### src/rtl/mmio_ide_pkg.sv
package mmio_ide_pkg;

  typedef enum logic [1:0] {
    SZ_BYTE = 2'b00,
    SZ_HALF = 2'b01,
    SZ_WORD = 2'b10,
    SZ_RSVD = 2'b11
  } acc_size_e;

  typedef enum logic [1:0] {
    TGT_NONE = 2'd0,
    TGT_TASK = 2'd1,
    TGT_CTST = 2'd2,
    TGT_DATA = 2'd3
  } target_e;

endpackage

### src/rtl/ide_slot_decode.sv
module ide_slot_decode
  import mmio_ide_pkg::*;
#(
  parameter int IDX_W      = 8,
  parameter int TF_LAST    = 7,
  parameter int CTL_SLOT_A = 8,
  parameter int CTL_SLOT_B = 22
) (
  input  logic [IDX_W-1:0] slot,
  input  logic [1:0]       size,
  output target_e          target
);

  always_comb begin
    target = TGT_NONE;
    if (size == SZ_BYTE) begin
      if (slot >= IDX_W'(1) && slot <= IDX_W'(TF_LAST))
        target = TGT_TASK;
      else if (slot == IDX_W'(CTL_SLOT_A) || slot == IDX_W'(CTL_SLOT_B))
        target = TGT_CTST;
    end else if ((size == SZ_HALF || size == SZ_WORD) && slot == '0) begin
      target = TGT_DATA;
    end
  end

endmodule

### src/rtl/ide_byte_swap.sv
module ide_byte_swap #(
  parameter int BYTES = 2
) (
  input  logic [8*BYTES-1:0] din,
  output logic [8*BYTES-1:0] dout
);

  for (genvar b = 0; b < BYTES; b++) begin : g_lane
    assign dout[8*b +: 8] = din[8*(BYTES-1-b) +: 8];
  end

endmodule

### src/rtl/mmio_ide_bridge.sv
module mmio_ide_bridge
  import mmio_ide_pkg::*;
#(
  parameter int ADDR_W      = 32,
  parameter int WINDOW_BITS = 12,
  parameter int SLOT_SHIFT  = 4,
  parameter int CTL_SLOT_A  = 8,
  parameter int CTL_SLOT_B  = 22
) (
  input  logic              clk,
  input  logic              rst,
  input  logic [ADDR_W-1:0] host_addr,
  input  logic [1:0]        host_size,
  input  logic              host_rd,
  input  logic              host_wr,
  input  logic [31:0]       host_wdata,
  output logic [31:0]       host_rdata,
  output logic              host_rvalid,
  output logic [2:0]        dev_reg_idx,
  output logic              dev_reg_rd,
  output logic              dev_reg_wr,
  output logic [7:0]        dev_reg_wdata,
  input  logic [7:0]        dev_reg_rdata,
  output logic              dev_stat_rd,
  input  logic [7:0]        dev_stat_rdata,
  output logic              dev_ctl_wr,
  output logic [7:0]        dev_ctl_wdata,
  output logic              dev_data_rd,
  output logic              dev_data_wr,
  output logic              dev_data_wide,
  output logic [31:0]       dev_data_wdata,
  input  logic [31:0]       dev_data_rdata
);

  localparam int IDX_W = WINDOW_BITS - SLOT_SHIFT;

  logic [IDX_W-1:0] slot;
  target_e          target;
  logic             wr_go, rd_go;
  logic [15:0]      sw16_w, sw16_r;
  logic [31:0]      sw32_w, sw32_r;
  logic [31:0]      rd_next;
  logic             unused_bits;

  assign slot        = host_addr[WINDOW_BITS-1:SLOT_SHIFT];
  assign unused_bits = ^{host_addr[ADDR_W-1:WINDOW_BITS], host_addr[SLOT_SHIFT-1:0]};

  ide_slot_decode #(
    .IDX_W(IDX_W), .TF_LAST(7), .CTL_SLOT_A(CTL_SLOT_A), .CTL_SLOT_B(CTL_SLOT_B)
  ) u_dec (
    .slot(slot), .size(host_size), .target(target)
  );

  ide_byte_swap #(.BYTES(2)) u_sw16_w (.din(host_wdata[15:0]),     .dout(sw16_w));
  ide_byte_swap #(.BYTES(2)) u_sw16_r (.din(dev_data_rdata[15:0]), .dout(sw16_r));
  ide_byte_swap #(.BYTES(4)) u_sw32_w (.din(host_wdata),           .dout(sw32_w));
  ide_byte_swap #(.BYTES(4)) u_sw32_r (.din(dev_data_rdata),       .dout(sw32_r));

  // a write wins over a read raised in the same cycle
  assign wr_go = host_wr;
  assign rd_go = host_rd && !host_wr;

  assign dev_reg_idx    = slot[2:0];
  assign dev_reg_rd     = rd_go && target == TGT_TASK;
  assign dev_reg_wr     = wr_go && target == TGT_TASK;
  assign dev_reg_wdata  = host_wdata[7:0];
  assign dev_stat_rd    = rd_go && target == TGT_CTST;
  assign dev_ctl_wr     = wr_go && target == TGT_CTST;
  assign dev_ctl_wdata  = host_wdata[7:0];
  assign dev_data_rd    = rd_go && target == TGT_DATA;
  assign dev_data_wr    = wr_go && target == TGT_DATA;
  assign dev_data_wide  = host_size == SZ_WORD;
  assign dev_data_wdata = dev_data_wide ? sw32_w : {16'h0000, sw16_w};

  always_comb begin
    unique case (target)
      TGT_TASK: rd_next = {24'h0, dev_reg_rdata};
      TGT_CTST: rd_next = {24'h0, dev_stat_rdata};
      TGT_DATA: rd_next = dev_data_wide ? sw32_r : {16'h0000, sw16_r};
      default: begin
        // all-ones default; swapping it afterwards would not change it
        if (host_size == SZ_BYTE)      rd_next = 32'h0000_00FF;
        else if (host_size == SZ_HALF) rd_next = 32'h0000_FFFF;
        else                           rd_next = 32'hFFFF_FFFF;
      end
    endcase
  end

  always_ff @(posedge clk) begin
    if (rst) begin
      host_rvalid <= 1'b0;
      host_rdata  <= '0;
    end else begin
      host_rvalid <= rd_go;
      if (rd_go) host_rdata <= rd_next;
    end
  end

  // at most one device strobe per cycle
  assert_one_strobe_R2: assert property (@(posedge clk) disable iff (rst)
    $onehot0({dev_reg_rd, dev_reg_wr, dev_stat_rd, dev_ctl_wr, dev_data_rd, dev_data_wr}));

  // no device strobe without a host strobe
  assert_no_idle_strobe_R8: assert property (@(posedge clk) disable iff (rst)
    !(host_rd || host_wr) |->
      !(dev_reg_rd || dev_reg_wr || dev_stat_rd || dev_ctl_wr || dev_data_rd || dev_data_wr));

  assert_rvalid_follows_R9: assert property (@(posedge clk) disable iff (rst)
    (host_rd && !host_wr) |=> host_rvalid);

  assert_collide_no_read_R10: assert property (@(posedge clk) disable iff (rst)
    (host_rd && host_wr) |=> !host_rvalid);

  assert_unmapped_byte_R4: assert property (@(posedge clk) disable iff (rst)
    (host_rd && !host_wr && host_size == 2'b00 && !dev_reg_rd && !dev_stat_rd)
      |=> host_rdata == 32'h0000_00FF);

  assert_task_read_zero_ext_R2: assert property (@(posedge clk) disable iff (rst)
    dev_reg_rd |=> (host_rvalid && host_rdata[31:8] == 24'h0));

  assert_half_read_zero_ext_R6: assert property (@(posedge clk) disable iff (rst)
    (dev_data_rd && !dev_data_wide) |=> host_rdata[31:16] == 16'h0000);

endmodule

### config.mk
export PLATFORM = sky130hd
export DESIGN_NAME = mmio_ide_bridge
export DESIGN_NICKNAME = d
export VERILOG_FILES = /design/src/rtl/mmio_ide_pkg.sv /design/src/rtl/ide_slot_decode.sv /design/src/rtl/ide_byte_swap.sv /design/src/rtl/mmio_ide_bridge.sv
export SDC_FILE = /design/constraint.sdc
export NUM_CORES = 1
export LEC_CHECK = 0
export BUFFER_PORTS_ARGS = -buffer_cell sky130_fd_sc_hd__buf_2
export CAP_MARGIN = 10
export CORE_MARGIN = 2
export CORE_UTILIZATION = 42
export DETAILED_ROUTE_END_ITERATION = 10
export PLACE_DENSITY = 0.82
export SETUP_SLACK_MARGIN = 0.1
export SLEW_MARGIN = 20
export SYNTH_ARGS = -nofsm -noshare
export SYNTH_HDL_FRONTEND = slang
export SYNTH_HIERARCHICAL = 1
export SYNTH_SLANG_ARGS = --single-unit
### constraint.sdc
create_clock -name clk -period 2 [get_ports clk]
set_input_delay 0.1 -clock clk [delete_from_list [all_inputs] [get_ports clk]]
set_output_delay 0.1 -clock clk [all_outputs]
set_load 0.01 [all_outputs]
==> results.toml <==
[floorplan]
initial_utilization_pct = 43.72
rows = 30
die-area_um2 = 7801
coreArea_um2 = 6832
io_pins = 209
fp.dieW_um = 88.33
fp.dieH_um = 88.33

[yosys]
syn_avg_cell_area_um2 = 8.228
syn_nets = 482
ys_seq_elements = 33
ys_types = 30
netlist_area_um2 = 2987
seq_area_frac_synth_pct = 22.12
synth_cells = 363
yosysWarnings = 6

[sta]
holdWs_ns = 0.1327
rsz0062_at_grt = "no"
setup_viol = 0
fin_skew_ns = 0
report.final.slew_viol_count = 0
worst_pin_slew_ns = 0.7228
setup_tns_ns = 0
fmax_ghz = 0.5627
finalCritPeriodShare_pct = 88.86
fin_crit_ns = 1.777
final_hold_viol_count = 0
maxSlewHeadroom_pct = 51.81

[worst_hold_path]
hold_start = "dev_data_rdata[6]"
hold_end = "host_rdata[30]"
min_path_type = "in2reg"
hold_depth = 3

[setup_path]
rrSetupSlack_ns = 1.25
cp_slowest_cell = "clkinvlp_2"
endpoint_kind = "primary output"
max_stage_delay_ns = 0.27
timing.rr.end = "host_rdata[2]"
critPathKind = "in2out"
crit_path_frequent_cell = "buf_2"
crit_buf_inv = 5
r2r_cells = 2
rr_startpoint = "host_rdata[2]"
worstPathCellList = "buf_2 > inv_1 > ha_1 > nand3b_1 > a21oi_1 > buf_4 > clkinvlp_2 > and3_1 > buf_2"
cp_top_family = "buffers and inverters"
startpoint_type = "input pin"
crit_arrival_ns = 1.68
cp.required_ns = 1.90
worstPathMaxFanout = 15

[global_routing]
grt_overflow = 0
grt_pass1_wl_um = 11210
grt_max_degree = 34
grt_antenna_before_repair = 0
grt_pass1_vias = 2340
grtUsageTotal_pct = 18.55

[pwr]
p_per_area_nw_per_um2 = 512.4
max-vdd-ir-drop_mv = 0.4230
cellInternalPower_w = 0.001191
p_leak_nw = 1.729
power.share.combinational_pct = 29.2
switching_share_pct = 30.29
seq_power_share_pct = 42.3
clock_power_share_pct = 28.4
switchingPower_w = 0.0005175

[clock_tree]
clock_tree.root_cell = "clkbuf_8"
clkTransAtPathRegs_ns = 0.07
cts_buffers = 5
tritoncts = "done"
clk_latency_ns = 0.28
cts_sinks = 33
htree_levels = 2
cts_buffer_depth = 2

[detailed_routing]
met2_length_um = 3943
drt_first_iter_violations = 76
vias = 2545
top_layer_used = "met4"
dr.pass1.iters = 4
ant_nets = 0
wl_met3_um = 679
wl_met1_um = 3000
vias_per_cell = 4.775
wirelength_um = 7697
avgRoutedWirePerCell_um = 14.44
drc = 0

[place]
gp_congestion = 0.8672
placed_cell_area_um2 = 3206
place_inst = 519
place_hpwl_um = 6177
io_buffers = 184

[finish]
final_cell_count_no_fill = 533
diodes = 0
drive_gt1_share_pct = 59.95
nets = 555
design_area_um2 = 3334
syn2layout_area_growth_pct = 11.65

[outcome]
outcome = "finished clean"

[run]
drv_cap = 0
==> synth_stat cells <==
| cell type | count | area share [%] |
|---|---|---|
| nor2b_1 | 2 | 0.42 |
| nor2b_4 | 1 | 0.46 |
| a221oi_1 | 2 | 0.59 |
| buf_4 | 119 | 30 |
| and2_1 | 17 | 3.6 |
| nand2b_1 | 2 | 0.42 |
| and3_1 | 3 | 0.63 |
| nor2_1 | 36 | 4.5 |
| a221oi_2 | 6 | 3.0 |
| nand3b_1 | 2 | 0.50 |
| inv_1 | 12 | 1.5 |
| mux2_2 | 26 | 9.8 |
| clkbuf_1 | 10 | 1.3 |
| o31ai_4 | 1 | 0.71 |
| buf_2 | 7 | 1.2 |
| mux2_4 | 6 | 3.0 |
| nor3_2 | 8 | 2.7 |
| o22ai_1 | 1 | 0.21 |
| a31oi_1 | 1 | 0.21 |
| a21oi_1 | 33 | 5.5 |
| nand2_1 | 2 | 0.25 |
| buf_6 | 1 | 0.38 |
| ha_1 | 1 | 0.42 |
| o31ai_2 | 1 | 0.42 |
| nor3b_1 | 1 | 0.25 |
| a211oi_1 | 8 | 2.0 |
| nor4b_1 | 1 | 0.29 |
| nor3_4 | 1 | 0.54 |
| nor3_1 | 19 | 3.2 |
| dfxtp_1 | 33 | 22 |
==> power groups by stage <==
stage / Combinational, W / Sequential [W] / Clock, W
final: 0.000499 / 0.000723 / 0.000486
after CTS: 0.000502 / 0.000723 / 0.000497
after global placement: 0.000490 / 0.000736 / 0
after global routing: 0.000549 / 0.000728 / 0.000531
after detailed placement: 0.000501 / 0.000738 / 0
after floorplan: 0.000387 / 0.000759 / 0
==> worst min-delay path: cells and delay by family <==
| family | cells | cell delay [ns] |
|---|---|---|
| AO/OA/AOI/OAI | 1 | 0.11 |
| buffers and inverters | 1 | 0.11 |
| AND/OR/NAND/NOR | 1 | 0.05 |
==> worst max path at each step <==
stage               cells past startpoint  slack [ns]         start            end
CTS                                     9        0.23  host_size[1]     dev_reg_wr
finish                                  9        0.22  host_size[1]    dev_stat_rd
global route                            9        0.04  host_size[1]    dev_stat_rd
floorplan                               9        0.18  host_size[0]  host_rdata[2]
detailed placement                      9        0.04  host_size[1]  host_rdata[1]
global placement                        9        0.11  host_size[1]  host_rdata[1]
==> sequential cells by signal (all words and copies together), names as in the netlist <==
register,flops
host_rvalid,1
host_rdata,32
==> placed cells by master (no fill, tap or decap), types with 2 or more instances in the layout <==
cell,n
a211oi_1,8
a21oi_1,33
a221oi_1,2
a221oi_2,6
and2_1,17
and3_1,3
buf_12,4
buf_2,184
buf_4,14
clkbuf_8,5
clkinv_2,2
dfxtp_1,33
inv_1,11
mux2_2,26
mux2_4,6
nand2_1,2
nand2b_1,2
nand3b_1,2
nor2_1,36
nor2b_4,2
nor3_1,19
nor3_2,8
==> through the flow <==
step                util, %  total power (W)  worst slack (ns)
floorplan                 -         0.001146            0.1775
global placement      46.92         0.001226            0.1116
detailed placement    46.92         0.001239           0.04094
CTS                   48.13         0.001723            0.2299
global route          48.81         0.001807           0.04445
finish                48.81         0.001709            0.2228
==> cell type report <==
type	instances	area [µm²]
fill	686	3497
multi-input combinational	181	1311
timing repair buffer	202	1106
sequential	33	660.6
tap	96	120.1
clock buffer	6	72.57
inverter	12	48.80
clock inverter	2	10.01
timing repair inverter	1	5.005
==> repair_timing <==
item | CTS | global route
setup endpoints to repair | 0 | 3
buffers inserted | 0 | 5
hold buffers | 0 | 0
gates resized for setup | 0 | 1
==> routing by layer <==
metal	track usage, %	vias up
li1	-	1248
met1	21.93	1153
met2	34.38	137
met3	3.825	7
met4	4.132	0
met5	0	-
==> cell families (layout without fill, tap and decap cells) <==
kind of cell,count (synthesis),in the layout,share of synthesized area [%]
muxes,32,32,12.82
adders and majority gates,1,1,0.4189
and+or+nand+nor,95,95,17.72
buffers and inverters,149,223,34.23
AOI/OAI and AO/OA,53,53,12.69
DFF,33,33,22.12
(Power assumes the default switching activity.)
